**config.mk**
```make
export PLATFORM = sky130hd
export DESIGN_NAME = ctl_bank_regfile
export DESIGN_NICKNAME = d
export VERILOG_FILES = /design/src/rtl/ctlreg_pkg.sv /design/src/rtl/ctlreg_status.sv /design/src/rtl/ctlreg_stack.sv /design/src/rtl/ctlreg_store.sv /design/src/rtl/ctl_bank_regfile.sv
export SDC_FILE = /design/constraint.sdc
export NUM_CORES = 1
export LEC_CHECK = 0
export BUFFER_PORTS_ARGS = -buffer_cell sky130_fd_sc_hd__buf_2
export CORE_MARGIN = 2
export CORE_UTILIZATION = 53
export DETAILED_ROUTE_END_ITERATION = 8
export MAX_ROUTING_LAYER = met4
export PLACE_DENSITY = 0.73
export SLEW_MARGIN = 40
export SYNTH_ARGS = -nofsm -noshare
export SYNTH_HDL_FRONTEND = slang
export SYNTH_SLANG_ARGS = --single-unit
export TNS_END_PERCENT = 10
```
**constraint.sdc**
```tcl
create_clock -name clk -period 2.3 [get_ports clk]
set_input_delay 0.345 -clock clk [delete_from_list [all_inputs] [get_ports clk]]
set_output_delay 0.345 -clock clk [all_outputs]
set_load 0.01 [all_outputs]
```
**src/rtl/ctlreg_pkg.sv**
```systemverilog
package ctlreg_pkg;

    localparam int XLEN      = 32;
    localparam int NUM_W     = 4;
    localparam int N_SCRATCH = 2;
    localparam int BYTE_W    = 8;
    localparam int MODE_BIT  = 7;

    // register numbers
    localparam int CR_STATUS = 0;
    localparam int CR_COND   = 1;
    localparam int CR_SP_INT = 2;
    localparam int CR_SP_USR = 3;
    localparam int CR_SCR0   = 4;
    localparam int CR_BPC    = 6;
    localparam int CR_BBST   = 8;
    localparam int CR_BBPC   = 9;

    localparam logic [BYTE_W-1:0] CUR_RD_MASK = 8'hC0;
    localparam logic [BYTE_W-1:0] BAK_RD_MASK = 8'hC1;

    typedef enum logic {
        SM_INT = 1'b0,
        SM_USR = 1'b1
    } stack_mode_e;

    typedef struct packed {
        logic                 status;
        logic                 cond;
        logic                 sp_int;
        logic                 sp_usr;
        logic                 bpc;
        logic                 bbst;
        logic                 bbpc;
        logic [N_SCRATCH-1:0] scr;
    } cr_sel_s;

    function automatic cr_sel_s cr_select(input logic [NUM_W-1:0] n);
        cr_sel_s s;
        int      k;
        s = '0;
        k = int'(n);
        s.status = (k == CR_STATUS);
        s.cond   = (k == CR_COND);
        s.sp_int = (k == CR_SP_INT);
        s.sp_usr = (k == CR_SP_USR);
        s.bpc    = (k == CR_BPC);
        s.bbst   = (k == CR_BBST);
        s.bbpc   = (k == CR_BBPC);
        for (int i = 0; i < N_SCRATCH; i++) begin
            s.scr[i] = (k == CR_SCR0 + i);
        end
        return s;
    endfunction

    function automatic logic [XLEN-1:0] status_pack(
        input logic [BYTE_W-1:0] bak,
        input logic [BYTE_W-1:0] cur,
        input logic              cond
    );
        logic [XLEN-1:0] v;
        v = '0;
        v[2*BYTE_W-1:BYTE_W] = bak & BAK_RD_MASK;
        v[BYTE_W-1:0]        = (cur & CUR_RD_MASK) | {{(BYTE_W-1){1'b0}}, cond};
        return v;
    endfunction

endpackage

```
**src/rtl/ctlreg_status.sv**
```systemverilog
module ctlreg_status
    import ctlreg_pkg::*;
(
    input  logic                clk,
    input  logic                rst,
    input  logic                st_we,
    input  logic                cond_we,
    input  logic [2*BYTE_W-1:0] wdata,
    output logic [BYTE_W-1:0]   cur_q,
    output logic [BYTE_W-1:0]   bak_q,
    output logic                cond_q,
    output stack_mode_e         mode_o
);

    always_ff @(posedge clk) begin
        if (rst) begin
            cur_q  <= '0;
            bak_q  <= '0;
            cond_q <= 1'b0;
        end else if (st_we) begin
            bak_q  <= wdata[2*BYTE_W-1:BYTE_W];
            cur_q  <= wdata[BYTE_W-1:0];
            cond_q <= wdata[0];
        end else if (cond_we) begin
            cond_q <= wdata[0];
        end
    end

    assign mode_o = stack_mode_e'(cur_q[MODE_BIT]);

endmodule

```
**src/rtl/ctlreg_stack.sv**
```systemverilog
module ctlreg_stack
    import ctlreg_pkg::*;
(
    input  logic            clk,
    input  logic            rst,
    input  stack_mode_e     mode,
    input  logic            st_we,
    input  stack_mode_e     new_mode,
    input  logic            int_we,
    input  logic            usr_we,
    input  logic [XLEN-1:0] wdata,
    input  logic            sp_we,
    input  logic [XLEN-1:0] sp_wdata,
    output logic [XLEN-1:0] live_q,
    output logic [XLEN-1:0] bank_int_q,
    output logic [XLEN-1:0] bank_usr_q
);

    logic swap;
    logic live_ctl;

    assign swap     = st_we && (new_mode != mode);
    assign live_ctl = (int_we && mode == SM_INT) || (usr_we && mode == SM_USR);

    always_ff @(posedge clk) begin
        if (rst) begin
            live_q     <= '0;
            bank_int_q <= '0;
            bank_usr_q <= '0;
        end else if (swap) begin
            if (mode == SM_INT) begin
                bank_int_q <= live_q;
                live_q     <= bank_usr_q;
            end else begin
                bank_usr_q <= live_q;
                live_q     <= bank_int_q;
            end
        end else begin
            if (int_we && mode == SM_USR) bank_int_q <= wdata;
            if (usr_we && mode == SM_INT) bank_usr_q <= wdata;
            if (live_ctl)   live_q <= wdata;
            else if (sp_we) live_q <= sp_wdata;
        end
    end

endmodule

```
**src/rtl/ctlreg_store.sv**
```systemverilog
module ctlreg_store
    import ctlreg_pkg::*;
(
    input  logic                           clk,
    input  logic                           rst,
    input  logic                           bpc_we,
    input  logic                           bbpc_we,
    input  logic                           bbst_we,
    input  logic [N_SCRATCH-1:0]           scr_we,
    input  logic [XLEN-1:0]                wdata,
    output logic [XLEN-1:0]                bpc_q,
    output logic [XLEN-1:0]                bbpc_q,
    output logic [BYTE_W-1:0]              bbst_q,
    output logic [N_SCRATCH-1:0][XLEN-1:0] scr_q
);

    always_ff @(posedge clk) begin
        if (rst) begin
            bpc_q  <= '0;
            bbpc_q <= '0;
            bbst_q <= '0;
        end else begin
            if (bpc_we)  bpc_q  <= wdata;
            if (bbpc_we) bbpc_q <= wdata;
            if (bbst_we) bbst_q <= wdata[BYTE_W-1:0];
        end
    end

    for (genvar g = 0; g < N_SCRATCH; g++) begin : g_scr
        always_ff @(posedge clk) begin
            if (rst)            scr_q[g] <= '0;
            else if (scr_we[g]) scr_q[g] <= wdata;
        end
    end

endmodule

```
**src/rtl/ctl_bank_regfile.sv**
```systemverilog
module ctl_bank_regfile
    import ctlreg_pkg::*;
(
    input  logic             clk,
    input  logic             rst,
    input  logic             wr_en,
    input  logic [NUM_W-1:0] wr_num,
    input  logic [XLEN-1:0]  wr_data,
    input  logic [NUM_W-1:0] rd_num,
    output logic [XLEN-1:0]  rd_data,
    input  logic             sp_wr_en,
    input  logic [XLEN-1:0]  sp_wr_data,
    output logic [XLEN-1:0]  sp_live
);

    cr_sel_s                        wsel;
    cr_sel_s                        rsel;
    logic [BYTE_W-1:0]              cur_q;
    logic [BYTE_W-1:0]              bak_q;
    logic                           cond_q;
    stack_mode_e                    mode_q;
    logic [XLEN-1:0]                bank_int;
    logic [XLEN-1:0]                bank_usr;
    logic [XLEN-1:0]                bpc_q;
    logic [XLEN-1:0]                bbpc_q;
    logic [BYTE_W-1:0]              bbst_q;
    logic [N_SCRATCH-1:0][XLEN-1:0] scr_q;

    assign wsel = wr_en ? cr_select(wr_num) : '0;
    assign rsel = cr_select(rd_num);

    ctlreg_status u_status (
        .clk     (clk),
        .rst     (rst),
        .st_we   (wsel.status),
        .cond_we (wsel.cond),
        .wdata   (wr_data[2*BYTE_W-1:0]),
        .cur_q   (cur_q),
        .bak_q   (bak_q),
        .cond_q  (cond_q),
        .mode_o  (mode_q)
    );

    ctlreg_stack u_stack (
        .clk        (clk),
        .rst        (rst),
        .mode       (mode_q),
        .st_we      (wsel.status),
        .new_mode   (stack_mode_e'(wr_data[MODE_BIT])),
        .int_we     (wsel.sp_int),
        .usr_we     (wsel.sp_usr),
        .wdata      (wr_data),
        .sp_we      (sp_wr_en),
        .sp_wdata   (sp_wr_data),
        .live_q     (sp_live),
        .bank_int_q (bank_int),
        .bank_usr_q (bank_usr)
    );

    ctlreg_store u_store (
        .clk     (clk),
        .rst     (rst),
        .bpc_we  (wsel.bpc),
        .bbpc_we (wsel.bbpc),
        .bbst_we (wsel.bbst),
        .scr_we  (wsel.scr),
        .wdata   (wr_data),
        .bpc_q   (bpc_q),
        .bbpc_q  (bbpc_q),
        .bbst_q  (bbst_q),
        .scr_q   (scr_q)
    );

    always_comb begin
        rd_data = '0;
        if (rsel.status) rd_data = status_pack(bak_q, cur_q, cond_q);
        if (rsel.cond)   rd_data = {{(XLEN-1){1'b0}}, cond_q};
        if (rsel.sp_int) rd_data = (mode_q == SM_INT) ? sp_live : bank_int;
        if (rsel.sp_usr) rd_data = (mode_q == SM_USR) ? sp_live : bank_usr;
        if (rsel.bpc)    rd_data = {bpc_q[XLEN-1:1], 1'b0};
        if (rsel.bbpc)   rd_data = {bbpc_q[XLEN-1:1], 1'b0};
        if (rsel.bbst)   rd_data = {{(XLEN-BYTE_W){1'b0}}, bbst_q & BAK_RD_MASK};
        for (int i = 0; i < N_SCRATCH; i++) begin
            if (rsel.scr[i]) rd_data = scr_q[i];
        end
    end

endmodule

```
==> metrics.txt <==
# TYPE chip_impl_metric gauge
chip_impl_info{name="run_status",value="complete, but fails checks"} 1
chip_impl_info{name="violated_checks",value="setup timing"} 1
chip_impl_metric{name="synth-edff-count",unit=""} 0
chip_impl_metric{name="fin_worst_skew",unit="ns"} 0.0116
chip_impl_metric{name="period_share",unit=""} 1.12
chip_impl_metric{name="io_pins",unit=""} 140
chip_impl_metric{name="grt_overflow",unit=""} 0
chip_impl_metric{name="setup_slack",unit="ns"} -0.282
chip_impl_info{name="crit_start",value="u_status.cur_q[7]"} 1
chip_impl_metric{name="grt_pass1_wl",unit="um"} 66900
chip_impl_metric{name="drc",unit=""} 0
chip_impl_info{name="crit-reg2reg-launch",value="u_status.cur_q[7]"} 1
chip_impl_metric{name="async_sr_flop_fraction",unit=""} 0
chip_impl_metric{name="final_hold_viol_count",unit=""} 0
chip_impl_metric{name="ant_cells",unit=""} 0
chip_impl_metric{name="power-per-cell-area",unit="nW/um^2"} 582
chip_impl_metric{name="postSynthCellCount",unit=""} 1534
chip_impl_metric{name="grt_util_all_layers",unit=""} 0.351
chip_impl_metric{name="grt_antenna_before_repair",unit=""} 0
chip_impl_metric{name="critical_path_data_required_time",unit="ns"} 1.96
chip_impl_metric{name="num_rows",unit=""} 56
chip_impl_metric{name="drv_cap",unit=""} 0
chip_impl_metric{name="worst_slew_margin_relative_to_its_limit",unit=""} 0.514
chip_impl_metric{name="vias_in_the_first_global_route",unit=""} 11767
chip_impl_info{name="worst_setup_path_start_kind",value="flip-flop"} 1
chip_impl_info{name="cts.root.buffer_cell",value="sky130_fd_sc_hd__clkbuf_16"} 1
chip_impl_metric{name="timing.fmax",unit="MHz"} 387
chip_impl_metric{name="initial_standard_cell_utilization_of_the_core",unit=""} 0.536
chip_impl_metric{name="number_of_pins_with_negative_max_slew_slack_in_the_final_report",unit=""} 0
chip_impl_metric{name="p_leak",unit="nW"} 5.85
chip_impl_info{name="layout_commonest_cell",value="sky130_fd_sc_hd__nand2_1"} 1
chip_impl_metric{name="post-place-cells",unit=""} 1901
chip_impl_metric{name="cts_max_level",unit=""} 1
chip_impl_metric{name="largest_net_degree_at_the_start_of_global_routing",unit=""} 124
chip_impl_metric{name="yosys_warnings",unit=""} 0
chip_impl_metric{name="detail_route.iter0.violations",unit=""} 1779
chip_impl_metric{name="flow.area_growth_from_synthesis",unit="%"} 25.9
chip_impl_metric{name="postRouteAntennaNets",unit=""} 0
chip_impl_metric{name="clock-sinks",unit=""} 231
chip_impl_metric{name="synth_sequential_area_ratio",unit=""} 0.371
chip_impl_info{name="worst-setup-path-type",value="flip-flop to output pin"} 1
chip_impl_metric{name="vdd_drop_max",unit="V"} 0.000589
chip_impl_info{name="grt_setup_unrepaired",value="true"} 1
chip_impl_metric{name="routed-via-count",unit=""} 12566
chip_impl_metric{name="port-buffer-count",unit=""} 139
chip_impl_metric{name="clockBufferDepth",unit=""} 3
chip_impl_metric{name="wl_per_cell",unit="um"} 22.3
chip_impl_metric{name="report.final.setup_viol",unit=""} 32
chip_impl_metric{name="drt-total-wl",unit="um"} 43600
chip_impl_metric{name="preCtsSetupSlack",unit="ns"} 0.00843
chip_impl_info{name="clock_tree_from_tritoncts",value="yes"} 1
chip_impl_info{name="hp-start",value="wr_data[2]"} 1
chip_impl_info{name="most_used_cells_in_the_layout_excluding_fill_and_tap_cells",value="sky130_fd_sc_hd__nand2_1 (332), sky130_fd_sc_hd__dfxtp_1 (230), sky130_fd_sc_hd__a21oi_1 (163)"} 1
chip_impl_metric{name="syn-cell-area",unit="um^2"} 12500
chip_impl_metric{name="die_height",unit="um"} 157
chip_impl_metric{name="vias_per_cell",unit=""} 6.43
chip_impl_metric{name="die_width",unit="um"} 157
chip_impl_metric{name="core",unit="um^2"} 23300
chip_impl_metric{name="final_cells",unit=""} 1954
chip_impl_metric{name="timing.final.crit_period",unit="ns"} 2.58
chip_impl_metric{name="r2r.worst_path.cells",unit=""} 8
chip_impl_metric{name="nNetsFinal",unit=""} 1700
chip_impl_metric{name="worstHoldPathCells",unit=""} 3
chip_impl_metric{name="overall_die_area",unit="um^2"} 24800
chip_impl_metric{name="cts_inserted_buffers",unit=""} 25
chip_impl_metric{name="layout-drive-gt1-share",unit=""} 0.276
chip_impl_info{name="hp-class",value="primary input to flip-flop"} 1
chip_impl_metric{name="drt_pass1_iterations",unit=""} 6
chip_impl_metric{name="synthesis.area_per_instance",unit="um^2"} 8.13
chip_impl_metric{name="clkLatencyLatePin",unit="ns"} 0.54
chip_impl_metric{name="gpl.final_weighted_congestion",unit=""} 0.918
chip_impl_metric{name="critical_path.max_fanout",unit=""} 10
chip_impl_metric{name="synth.ff_latch_count",unit=""} 231
chip_impl_metric{name="hpwlAfterDp",unit="um"} 26300
chip_impl_metric{name="synthesis.nets",unit=""} 1610
chip_impl_metric{name="num-fill-cells",unit=""} 1819
chip_impl_metric{name="worstPathArrival",unit="ns"} 2.24
chip_impl_metric{name="synth_cell_types",unit=""} 54
chip_impl_info{name="postSynth.topFlopCell",value="sky130_fd_sc_hd__dfxtp_1"} 1
chip_impl_metric{name="clock_pin_slew_reported_for_the_worst_setup_and_hold_paths_after_clock_tree_synthesis",unit="ns"} 0.06
chip_impl_info{name="worst_setup_path_end_kind",value="output pin"} 1
chip_impl_metric{name="tightest_slew",unit="ns"} 0.719
cells in the mapped netlist, drive strengths merged (2+ instances only):
master     n  area, um^2
o211ai    33         258
xnor2      2        17.5
o311ai     2        17.5
nor3b      2        15.0
o32ai      5        43.8
mux2      26         293
nand4      2        12.5
a311oi    31         465
nor3       4        20.0
clkbuf   118         443
a221oi    27         236
o2bb2ai   30         263
mux2i    101        1010
inv        6        22.5
nand3     35         175
a22o      32         280
o22ai     32         200
and3       2        12.5
nor2b     10        62.6
a22oi     30         225
dfxtp    231        4620
a32o       2        20.0
a21oi    163         816
a211oi    40         468
a31oi      2        12.5
nand2b     9        56.3
and2      37         231
buf       45         258
nor2      97         367
nand2    332        1250
o21ai     30         150
worst max-delay path, cell delays in order (launching register included):
cell	delay, ns
sky130_fd_sc_hd__dfxtp_4	0.37
sky130_fd_sc_hd__buf_12	0.13
sky130_fd_sc_hd__buf_16	0.17
sky130_fd_sc_hd__mux2i_4	0.28
sky130_fd_sc_hd__o2bb2ai_1	0.13
sky130_fd_sc_hd__a221oi_4	0.33
sky130_fd_sc_hd__o21ai_1	0.12
sky130_fd_sc_hd__buf_2	0.15
state kept, by name (all words and copies together) (netlist names):
signal,cells
u_store.bbst_q,3
u_stack.live_q,32
u_store.bbpc_q,31
u_stack.bank_usr_q,32
u_status.bak_q,3
u_stack.bank_int_q,32
u_status.cur_q,2
u_status.cond_q,1
u_store.bpc_q,31
u_store.scr_q,64
path summary, 6_finish.rpt:
path                                      endpoint  slack (ns)
worst max-delay path                   rd_data[16]       -0.28
worst min-delay path              u_store.scr_q[2]        0.15
worst max register to register   u_stack.live_q[7]        0.11
worst min register to register  u_store.bbpc_q[23]        0.45
cell families (layout without fill, tap and decap cells):
group | count (synthesis) | in the layout | share of synthesized area
AND/OR/NAND/NOR | 540 | 540 | 0.184
AO/OA/AOI/OAI | 465 | 465 | 0.281
flip-flops | 231 | 231 | 0.371
buffers and inverters | 169 | 270 | 0.0580
multiplexers | 127 | 127 | 0.105
XOR/XNOR | 2 | 2 | 0.00140
per-layer routing:
layer,up-vias,wire (um),part of all wire,global-route usage
li1,5685,-,-,-
met3,133,4710,0.11,0.0515
met5,-,0,0,-
met2,775,19400,0.44,0.512
met1,5973,18200,0.42,0.503
met4,0,1360,0.031,0.104
what timing repair did:
action | CTS | global route
gates cloned | 4 | 2
resized for setup | 153 | 24
pin swaps | 31 | 15
endpoints found under the hold margin | 0 | 0
hold buffers | 0 | 0
endpoints found under the setup margin | 32 | 33
buffers inserted | 8 | 1
per-stage QoR:
step                      cell area (um^2)  hold slack, ns  power [mW]  utilization  TNS [ns]
after floorplan                      12500           0.431        4.84            -         0
after global placement               13800           0.439        5.29        0.592         0
after detailed placement             13800           0.446        5.31        0.592         0
after CTS                            15500           0.134        9.06        0.667     -6.53
after global routing                 15700           0.151        9.37        0.675     -8.87
final                                15700           0.146        9.15        0.675     -7.39
where the power goes:
part | leakage, nW | switching (mW) | total [mW] | internal, mW
sequential | 1.87 | 0.106 | 4.20 | 4.09
combinational | 3.63 | 0.753 | 1.22 | 0.466
clock | 0.353 | 1.66 | 3.73 | 2.07
total | 5.85 | 2.52 | 9.15 | 6.63
cell type report:
type	instances	area, um^2	share of cell area
Tap cell	319	399	0.0254
Multi-Input combinational cell	1134	8100	0.515
Clock inverter	4	23.8	0.00151
Inverter	6	25.0	0.00159
Timing Repair Buffer	226	1850	0.118
Sequential cell	231	4630	0.295
Clock buffer	34	689	0.0439
No activity file was read; power rests on OpenSTA's default activity.
